`config.mk`:
```
export PLATFORM = sky130hd
export DESIGN_NAME = atadev_taskfile
export DESIGN_NICKNAME = d
export VERILOG_FILES = /design/src/rtl/ata_tf_pkg.sv /design/src/rtl/ata_id_rom.sv /design/src/rtl/ata_tf_shadow.sv /design/src/rtl/ata_cmd_ctrl.sv /design/src/rtl/atadev_taskfile.sv
export SDC_FILE = /design/constraint.sdc
export NUM_CORES = 1
export LEC_CHECK = 0
export ABC_CLOCK_PERIOD_IN_PS = 2700
export CAP_MARGIN = 10
export CORE_UTILIZATION = 35
export CTS_BUF_LIST = sky130_fd_sc_hd__clkbuf_4
export CTS_CLUSTER_DIAMETER = 80
export DETAILED_ROUTE_END_ITERATION = 8
export GPL_TIMING_DRIVEN = 0
export MAX_ROUTING_LAYER = met4
export SLEW_MARGIN = 25
export SYNTH_ARGS = -nofsm -noshare
export SYNTH_HDL_FRONTEND = slang
export SYNTH_SLANG_ARGS = --single-unit
```
`constraint.sdc`:
```
create_clock -name clk -period 2.7 [get_ports clk]
set_input_delay 0.54 -clock clk [delete_from_list [all_inputs] [get_ports clk]]
set_output_delay 0.54 -clock clk [all_outputs]
set_load 0.02 [all_outputs]
```
`src/rtl/ata_tf_pkg.sv`:
```
package ata_tf_pkg;

  localparam logic [2:0] OFF_DATA   = 3'd0;
  localparam logic [2:0] OFF_ERROR  = 3'd1;
  localparam logic [2:0] OFF_COUNT  = 3'd2;
  localparam logic [2:0] OFF_DEVICE = 3'd6;
  localparam logic [2:0] OFF_STATUS = 3'd7;

  localparam logic [7:0] ST_BSY  = 8'h80;
  localparam logic [7:0] ST_DRDY = 8'h40;
  localparam logic [7:0] ST_DRQ  = 8'h08;
  localparam logic [7:0] ST_ERR  = 8'h01;
  localparam logic [7:0] ER_ABRT = 8'h04;

  localparam logic [7:0] OPC_IDENTIFY = 8'hEC;
  localparam logic [7:0] OPC_FLUSH    = 8'hE7;

  typedef enum logic [1:0] {
    PH_IDLE  = 2'd0,
    PH_IDENT = 2'd1,
    PH_FLUSH = 2'd2
  } tf_phase_t;

endpackage

```
`src/rtl/ata_id_rom.sv`:
```
module ata_id_rom #(
  parameter int ID_WORDS  = 256,
  parameter int SER_CHARS = 20,
  parameter int VER_CHARS = 8,
  parameter logic [8*SER_CHARS-1:0] SERIAL_TXT  = "TFU-DISK-SN-00000042",
  parameter logic [8*VER_CHARS-1:0] VERSION_TXT = "FW-0.9.3",
  localparam int IDX_W = $clog2(ID_WORDS)
) (
  input  logic [IDX_W-1:0] idx,
  output logic [15:0]      word
);
  localparam int SER_BASE  = 10;
  localparam int SER_WORDS = SER_CHARS / 2;
  localparam int VER_BASE  = 23;
  localparam int VER_WORDS = VER_CHARS / 2;
  localparam int CAP_WORD  = 85;

  logic [15:0] rom_w [ID_WORDS];

  for (genvar g = 0; g < ID_WORDS; g++) begin : g_word
    if (g >= SER_BASE && g < SER_BASE + SER_WORDS) begin : g_ser
      assign rom_w[g] = SERIAL_TXT[8*SER_CHARS-1-16*(g-SER_BASE) -: 16];
    end else if (g >= VER_BASE && g < VER_BASE + VER_WORDS) begin : g_ver
      assign rom_w[g] = VERSION_TXT[8*VER_CHARS-1-16*(g-VER_BASE) -: 16];
    end else if (g == CAP_WORD) begin : g_cap
      assign rom_w[g] = 16'h0020;
    end else if (g == 0) begin : g_cfg
      assign rom_w[g] = 16'h0040;
    end else begin : g_zero
      assign rom_w[g] = 16'h0000;
    end
  end

  assign word = rom_w[idx];

endmodule

```
`src/rtl/ata_tf_shadow.sv`:
```
module ata_tf_shadow #(
  parameter int FIRST = 2,
  parameter int COUNT = 5
) (
  input  logic       clk,
  input  logic       rst_n,
  input  logic       wr_en,
  input  logic [2:0] addr,
  input  logic [7:0] wr_data,
  output logic [7:0] rd_data
);
  logic [7:0] regs_q [COUNT];

  for (genvar g = 0; g < COUNT; g++) begin : g_reg
    always_ff @(posedge clk) begin
      if (!rst_n) begin
        regs_q[g] <= 8'h00;
      end else if (wr_en && addr == 3'(FIRST + g)) begin
        regs_q[g] <= wr_data;
      end
    end
  end

  always_comb begin
    rd_data = 8'h00;
    for (int i = 0; i < COUNT; i++) begin
      if (addr == 3'(FIRST + i)) rd_data = regs_q[i];
    end
  end

endmodule

```
`src/rtl/ata_cmd_ctrl.sv`:
```
module ata_cmd_ctrl
  import ata_tf_pkg::*;
#(
  parameter int ID_WORDS = 256,
  localparam int IDX_W = $clog2(ID_WORDS)
) (
  input  logic             clk,
  input  logic             rst_n,
  input  logic             cmd_wr,
  input  logic [7:0]       cmd_opc,
  input  logic             data_rd,
  input  logic             status_rd,
  input  logic             flush_done,
  output logic [7:0]       status,
  output logic             abort,
  output logic             in_ident,
  output logic [IDX_W-1:0] word_idx,
  output logic             irq
);
  localparam logic [IDX_W-1:0] LAST_IDX = IDX_W'(ID_WORDS - 1);

  tf_phase_t        ph_q, ph_n;
  logic [IDX_W-1:0] idx_q, idx_n;
  logic             abort_q, abort_n;
  logic             irq_q, irq_n;
  logic             raise, taken;

  always_comb begin
    ph_n    = ph_q;
    idx_n   = idx_q;
    abort_n = abort_q;
    raise   = 1'b0;
    taken   = 1'b0;
    unique case (ph_q)
      PH_FLUSH: begin
        if (flush_done) begin
          ph_n  = PH_IDLE;
          raise = 1'b1;
        end
      end
      default: begin
        if (cmd_wr) begin
          taken = 1'b1;
          if (cmd_opc == OPC_IDENTIFY) begin
            ph_n    = PH_IDENT;
            idx_n   = '0;
            abort_n = 1'b0;
            raise   = 1'b1;
          end else if (cmd_opc == OPC_FLUSH) begin
            ph_n    = PH_FLUSH;
            abort_n = 1'b0;
          end else begin
            ph_n    = PH_IDLE;
            abort_n = 1'b1;
            raise   = 1'b1;
          end
        end else if (ph_q == PH_IDENT && data_rd) begin
          idx_n = idx_q + 1'b1;
          if (idx_q == LAST_IDX) ph_n = PH_IDLE;
        end
      end
    endcase
    if (raise)                   irq_n = 1'b1;
    else if (status_rd || taken) irq_n = 1'b0;
    else                         irq_n = irq_q;
  end

  always_ff @(posedge clk) begin
    if (!rst_n) begin
      ph_q    <= PH_IDLE;
      idx_q   <= '0;
      abort_q <= 1'b0;
      irq_q   <= 1'b0;
    end else begin
      ph_q    <= ph_n;
      idx_q   <= idx_n;
      abort_q <= abort_n;
      irq_q   <= irq_n;
    end
  end

  always_comb begin
    status = ST_DRDY;
    if (ph_q == PH_FLUSH) status = status | ST_BSY;
    if (ph_q == PH_IDENT) status = status | ST_DRQ;
    if (ph_q == PH_IDLE && abort_q) status = status | ST_ERR;
  end

  assign abort    = abort_q;
  assign in_ident = (ph_q == PH_IDENT);
  assign word_idx = idx_q;
  assign irq      = irq_q;

endmodule

```
`src/rtl/atadev_taskfile.sv`:
```
module atadev_taskfile
  import ata_tf_pkg::*;
#(
  parameter int ID_WORDS  = 256,
  parameter int SER_CHARS = 20,
  parameter int VER_CHARS = 8,
  parameter logic [8*SER_CHARS-1:0] SERIAL_TXT  = "TFU-DISK-SN-00000042",
  parameter logic [8*VER_CHARS-1:0] VERSION_TXT = "FW-0.9.3"
) (
  input  logic        clk,
  input  logic        rst_n,
  input  logic [2:0]  host_addr,
  input  logic        host_wr,
  input  logic [7:0]  host_wdata,
  input  logic        host_rd,
  output logic [15:0] host_rdata,
  input  logic        flush_done,
  output logic        intrq
);
  localparam int IDX_W    = $clog2(ID_WORDS);
  localparam int SH_FIRST = int'(OFF_COUNT);
  localparam int SH_COUNT = int'(OFF_DEVICE) - int'(OFF_COUNT) + 1;

  logic [7:0]       status_q;
  logic             abort;
  logic             in_ident;
  logic [IDX_W-1:0] word_idx;
  logic [15:0]      id_word;
  logic [7:0]       shadow_rd;
  logic             shadow_wr;

  assign shadow_wr = host_wr && host_addr >= OFF_COUNT && host_addr <= OFF_DEVICE;

  ata_tf_shadow #(.FIRST(SH_FIRST), .COUNT(SH_COUNT)) u_shadow (
    .clk     (clk),
    .rst_n   (rst_n),
    .wr_en   (shadow_wr),
    .addr    (host_addr),
    .wr_data (host_wdata),
    .rd_data (shadow_rd)
  );

  ata_cmd_ctrl #(.ID_WORDS(ID_WORDS)) u_ctrl (
    .clk        (clk),
    .rst_n      (rst_n),
    .cmd_wr     (host_wr && host_addr == OFF_STATUS),
    .cmd_opc    (host_wdata),
    .data_rd    (host_rd && host_addr == OFF_DATA),
    .status_rd  (host_rd && host_addr == OFF_STATUS),
    .flush_done (flush_done),
    .status     (status_q),
    .abort      (abort),
    .in_ident   (in_ident),
    .word_idx   (word_idx),
    .irq        (intrq)
  );

  ata_id_rom #(
    .ID_WORDS    (ID_WORDS),
    .SER_CHARS   (SER_CHARS),
    .VER_CHARS   (VER_CHARS),
    .SERIAL_TXT  (SERIAL_TXT),
    .VERSION_TXT (VERSION_TXT)
  ) u_rom (
    .idx  (word_idx),
    .word (id_word)
  );

  always_comb begin
    unique case (host_addr)
      OFF_DATA:   host_rdata = in_ident ? id_word : 16'h0000;
      OFF_ERROR:  host_rdata = {8'h00, abort ? ER_ABRT : 8'h00};
      OFF_STATUS: host_rdata = {8'h00, status_q};
      default:    host_rdata = {8'h00, shadow_rd};
    endcase
  end

endmodule

```
# Word-level counts from Yosys, hierarchy flattened
# Memory sizes are Yosys's and may differ from the RTL's.
# Cells that the tools add are included.
# Widths: inputs -> output; s select.
# totals
reg_bits,12
latch_bits,0
ram_bits,40
romBits,4096
input_bits,16
output_inout_bits,17
wordCells,107
mem_count,2
# op_classes
n_addsub,1
mul,0
div,0
n_lt_le_gt_ge,3
eq_ne,14
shift,0
mux,54
bitwise_logic,7
reduce_logical,22
# memory_table
name,words,word_bits,read_ports,rd_clocked_by_memory_dff,write_ports,line,text
(no name shown),256,16,1,0,0,ata_id_rom.sv:34,assign word = rom_w[idx];
u_shadow.regs_q,5,8,5,0,5,ata_tf_shadow.sv:12,logic [7:0] regs_q [COUNT];
# op_table
op,count
$mux 8,14
$mux 16,3
$pmux 16 s3,1
$mux 1,27
$eq 8x8->1 const B,3
$mux 2,7
$eq 3x3->1 const B,4
$logic_and 1x1->1,12
$ge 9x9->1 const B,1
$not 8->9,1
$add 8x1->8 const B,1
$eq 3x2->1 const B,2
$reduce_and 3->1,2
$reduce_bool 3->1,2
$or 1x1->1,5
$mux 4,1
$ne 2x2->1 const B,2
$reduce_bool 2->1,2
$eq 3x1->1 const B,1
$ge 3x2->1 const B,1
$le 3x3->1 const B,1
$logic_not 3->1,1
$mux 3,1
$eq 2x1->1 const B,1
other kinds (5),5

# Longest topological paths before layout
# depth
ltp_word,8
mapped_depth,7
depth_no_buf,7

# Cells and area by module
# Synthesis repeated with hierarchy kept, for this count alone.
# hier_totals
hier_cells,347
area_unflattened_um2,3538.4
# by_module_without_submodules
mod,n_inst,cells_per_inst,area_each_um2,seq_area_each_um2
ata_tf_shadow,1,139,1941.9,1201.2
ata_cmd_ctrl,1,82,718.2,240.2
ata_id_rom,1,86,556.8,0.0
atadev_taskfile,1,40,321.6,0.0

# Worst setup path after synthesis
# Ideal clock, no wire load.
# synth_path
path_type,register to output
from,"reg u_ctrl.idx_q[1], in the netlist u_ctrl.word_idx[1]"
to,out host_rdata[5]
arrival_ns,1.729
required_ns,2.160
slack_ns,0.431
path_stages_with_launch,8
path_buffers,0
path_cell_list,dfxtp_1 -> ha_1 -> inv_1 -> ha_1 -> and2_1 -> nor4_1 -> nor3_1 -> a221o_1
# synth_via
elab_chain_cells,6
# synth_lines
item,line,text
from (decl),ata_cmd_ctrl.sv:23,"logic [IDX_W-1:0] idx_q, idx_n;"
from (signal assigned),ata_cmd_ctrl.sv:76,idx_q <= idx_n;
$not 8->9 (implied by the code),ata_id_rom.sv:34,
$mem_v2 256x16,--,
$mux 16 (implied by the code) (2 in a row),ata_id_rom.sv:34,
$mux 16,atadev_taskfile.sv:71,OFF_DATA: host_rdata = in_ident ? id_word : 16'h0000;
$pmux 16 s3,atadev_taskfile.sv:70,unique case (host_addr)
to (decl),atadev_taskfile.sv:16,"output logic [15:0] host_rdata,"
# No other way between the ends. The select of a mux whose other input is x is not followed.

# Worst setup path after layout
# Ends and elaborated chain as after synthesis.

==> impl_metrics.env <==
export IMPL_power_density_nw_per_um2=398
export IMPL_yosys_area_share_simple_pct=26.3
export IMPL_drt_iter0_markers=211
export IMPL_synth_area_leaders="edfxtp_1 39%, and2_1 8.8%, dfxtp_1 7.7%"
export IMPL_antenna_cells=0
export IMPL_worstSkewPairLatency_ns=0.38
export IMPL_end_kind="output port"
export IMPL_cts_max_level=2
export IMPL_clock_fmax_mhz=367
export IMPL_worstSetupStartpointType="flip-flop"
export IMPL_finalNetCount=391
export IMPL_ant_nets=0
export IMPL_dieArea_um2=9270
export IMPL_cp_max_fo=5
export IMPL_cts_inserted_buffers=5
export IMPL_yosys_area_top_type="edfxtp_1"
export IMPL_path_cells="ha_4 -> inv_4 -> ha_4 -> and2_4 -> nor4_4 -> nor3_2 -> a221o_1 -> buf_6"
export IMPL_cp_required_ns=2.16
export IMPL_timing_final_crit_period_ns=2.73
export IMPL_cts_tree="done"
export IMPL_place_gp_congestion=0.915
export IMPL_synthArstFlopShare_pct=0
export IMPL_cts_path_max_buffers=2
export IMPL_synth_edf_count=40
export IMPL_drive_above_1_share_pct=22.1
export IMPL_synth_fp_nets=340
export IMPL_power_switching_w=0.000426
export IMPL_ys_ff_latch=52
export IMPL_synth_adder_area_share_pct=4.02
export IMPL_grt_pass1_vias=2447
export IMPL_avgViaCountPerCell=5.57
export IMPL_cp_data_arrival_time_ns=2.19
export IMPL_fin_ws_ns=-0.0283
export IMPL_synthDistinctLibCells=49
export IMPL_synthCells=314
export IMPL_yosysMostFrequentCell="and2_1"
export IMPL_p_comb_share_pct=14.0
export IMPL_antenna_found_initial=0
export IMPL_r2r_cells=4
export IMPL_worstHoldPathCells=2
export IMPL_finalClockSkew_ns=0.00375
export IMPL_maxSlewViolCount=0
export IMPL_die_height_um=96.3
export IMPL_grt_overflow=0
export IMPL_ys_seq_area_share_pct=46.3
export IMPL_synth_top_family_by_area="simple AND/OR/NAND/NOR gates"
export IMPL_muxShareOfSynthArea_pct=4.67
export IMPL_synth_main_ff_cell="edfxtp_1"
export IMPL_syn_area_per_cell_um2=9.91
export IMPL_port_buffer_count=30
export IMPL_grtUsageTotal_pct=20.0
export IMPL_clk_pin_slew_ns=0.16
export IMPL_grt_max_degree=20
export IMPL_drc_errors=0
export IMPL_power_leakage_nw=1.40
export IMPL_cts_sinks=52
export IMPL_slew_headroom_pct=34.6
export IMPL_rsz0062_at_grt="true"
export IMPL_p_int_w=0.00110
export IMPL_place_hpwl_um=6240
export IMPL_clkPwrFrac_pct=26.2
export IMPL_seqPwrFrac_pct=59.8
export IMPL_cap_viol_max_count=0
export IMPL_syn_area_um2=3110
export IMPL_yosysWarnings=0
export IMPL_fin_tns_setup_ns=-0.0283
export IMPL_setup_violations=1
export IMPL_crit_slowest_cell="dfxtp_4"
export IMPL_wire_per_inst_um=17.9
export IMPL_outcome="complete, but fails checks"
export IMPL_cts_root_buf="clkbuf_4"
export IMPL_core_area_um2=8680
export IMPL_synth_common_cells="44 x and2_1, 40 x edfxtp_1, 27 x nor2_1"
export IMPL_critical_path_class="reg -> out"
export IMPL_violations="negative setup slack"
export IMPL_timing_hold_ws_ns=0.568
export IMPL_fin_crit_sh_pct=101
export IMPL_hold_viol=0
export IMPL_synth_compound_area_share_pct=13.5
export IMPL_io_pin_count=33
export IMPL_die_w_um=96.3
export IMPL_grt_first_pass_wirelength_um=13300
export IMPL_tightest_slew_ns=0.974
export IMPL_rows=34
export IMPL_cpPeakStageDelay_ns=0.42
export IMPL_synth_xor_xnor_area_share_pct=1.41
export IMPL_post_route_util_pct=44.1
export IMPL_area_growth_pct=23.0
export IMPL_peakVddDrop_uv=286
export IMPL_wirelength_um=8490
export IMPL_cp_common_cell="ha_4"
export IMPL_firstDrtPassIters=5
export IMPL_yosysTopAreaCellShare_pct=38.6
export IMPL_switching_share_pct=28.0
export IMPL_num_vias=2638
export IMPL_hp_class="reg -> reg"
export IMPL_initial_core_util_pct=35.8
==> cells in the final DEF, fill, tap and decap left out, types with 5 or more instances in the layout <==
cell type | netlist | final
clkbuf_4 | 0 | 6
mux2i_1 | 10 | 10
nand2b_1 | 7 | 7
clkbuf_2 | 0 | 6
inv_1 | 8 | 5
dfxtp_1 | 12 | 8
edfxtp_1 | 40 | 40
nand3_1 | 8 | 8
buf_2 | 4 | 7
nand2_1 | 23 | 23
o21ai_0 | 20 | 16
buf_4 | 6 | 22
a21oi_1 | 10 | 10
clkdlybuf4s50_1 | 0 | 13
nand4_1 | 9 | 9
nor2_1 | 27 | 27
ha_1 | 10 | 7
and2_1 | 44 | 43
==> sequential cells by signal (all words and copies together), names as in the netlist <==
| register | cells |
|---|---|
| u_ctrl.word_idx | 8 |
| u_ctrl.irq | 1 |
| u_shadow.regs_q | 40 |
| u_ctrl.abort | 1 |
| u_ctrl.ph_q | 2 |
==> logic make-up (layout without fill, tap and decap cells) <==
group,Yosys count,in the layout
simple gates,146,146
compound gates,64,64
flops,52,52
buf+inv,23,75
mux,13,13
fa+ha+maj,10,10
xor+xnor,5,5
other cells,1,1
==> per-stage QoR <==
stage	setup slack, ns	std cells	total power (W)	cell area, um^2
final	-0.0283	474	0.00152	3820
after global routing	-0.120	474	0.00158	3820
after CTS	-0.0260	464	0.00152	3690
after detailed placement	-0.741	452	0.00115	3550
after global placement	-0.732	452	0.00114	3550
after floorplan	0.431	314	0.00104	3110
==> critical path, delay by kind of cell (launching register included) <==
kind / cells / cell delay [ns]
adder cells (fa/ha/maj): 2 / 0.32
AND/OR/NAND/NOR: 3 / 0.55
buffers and inverters: 2 / 0.18
AO/OA/AOI/OAI: 1 / 0.33
flip-flops: 1 / 0.42
==> path summary, 6_finish.rpt <==
check,slack [ns],endpoint,startpoint
max,-0.03,host_rdata[5],u_ctrl.word_idx[1]$_SDFFE_PN0P_
min,0.57,u_ctrl.ph_q[0]$_SDFFE_PN0P_,u_ctrl.ph_q[0]$_SDFFE_PN0P_
max reg2reg,1.28,u_ctrl.word_idx[2]$_SDFFE_PN0P_,u_ctrl.ph_q[1]$_SDFFE_PN0P_
min reg2reg,0.57,u_ctrl.ph_q[0]$_SDFFE_PN0P_,u_ctrl.ph_q[0]$_SDFFE_PN0P_
==> area by class of cell <==
type,instances,area [um^2]
clock buffers,5,37.5
inverters,9,43.8
plain buffers,14,88.8
clock inverters,3,28.8
multi-input cells,239,1680
repair buffers,44,360
flip-flops and latches,52,1450
fillers,873,4850
well taps,108,135
==> routing by layer <==
metal  GRT usage [%]  up-vias  wire [um]
met1            26.6     1269       3680
li1                -     1253          -
met4            4.23        0         83
met2            33.0      105       4160
met5               -        -          0
met3            2.21       11        572
==> power groups by stage <==
stage	registers, W	clock network [W]	logic, W
after global placement	0.000931	0	0.000213
after floorplan	0.000928	0	0.000117
after CTS	0.000912	0.000402	0.000210
after detailed placement	0.000932	0	0.000215
final	0.000911	0.000399	0.000213
after global routing	0.000916	0.000436	0.000228
==> what timing repair did <==
action | CTS | global route
setup endpoints to repair | 15 | 14
hold endpoints to repair | 0 | 0
setup buffers | 4 | 10
gates resized for setup | 57 | 39
hold buffers | 0 | 0
pin swaps | 1 | 7
No activity file was read; power rests on OpenSTA's default activity.
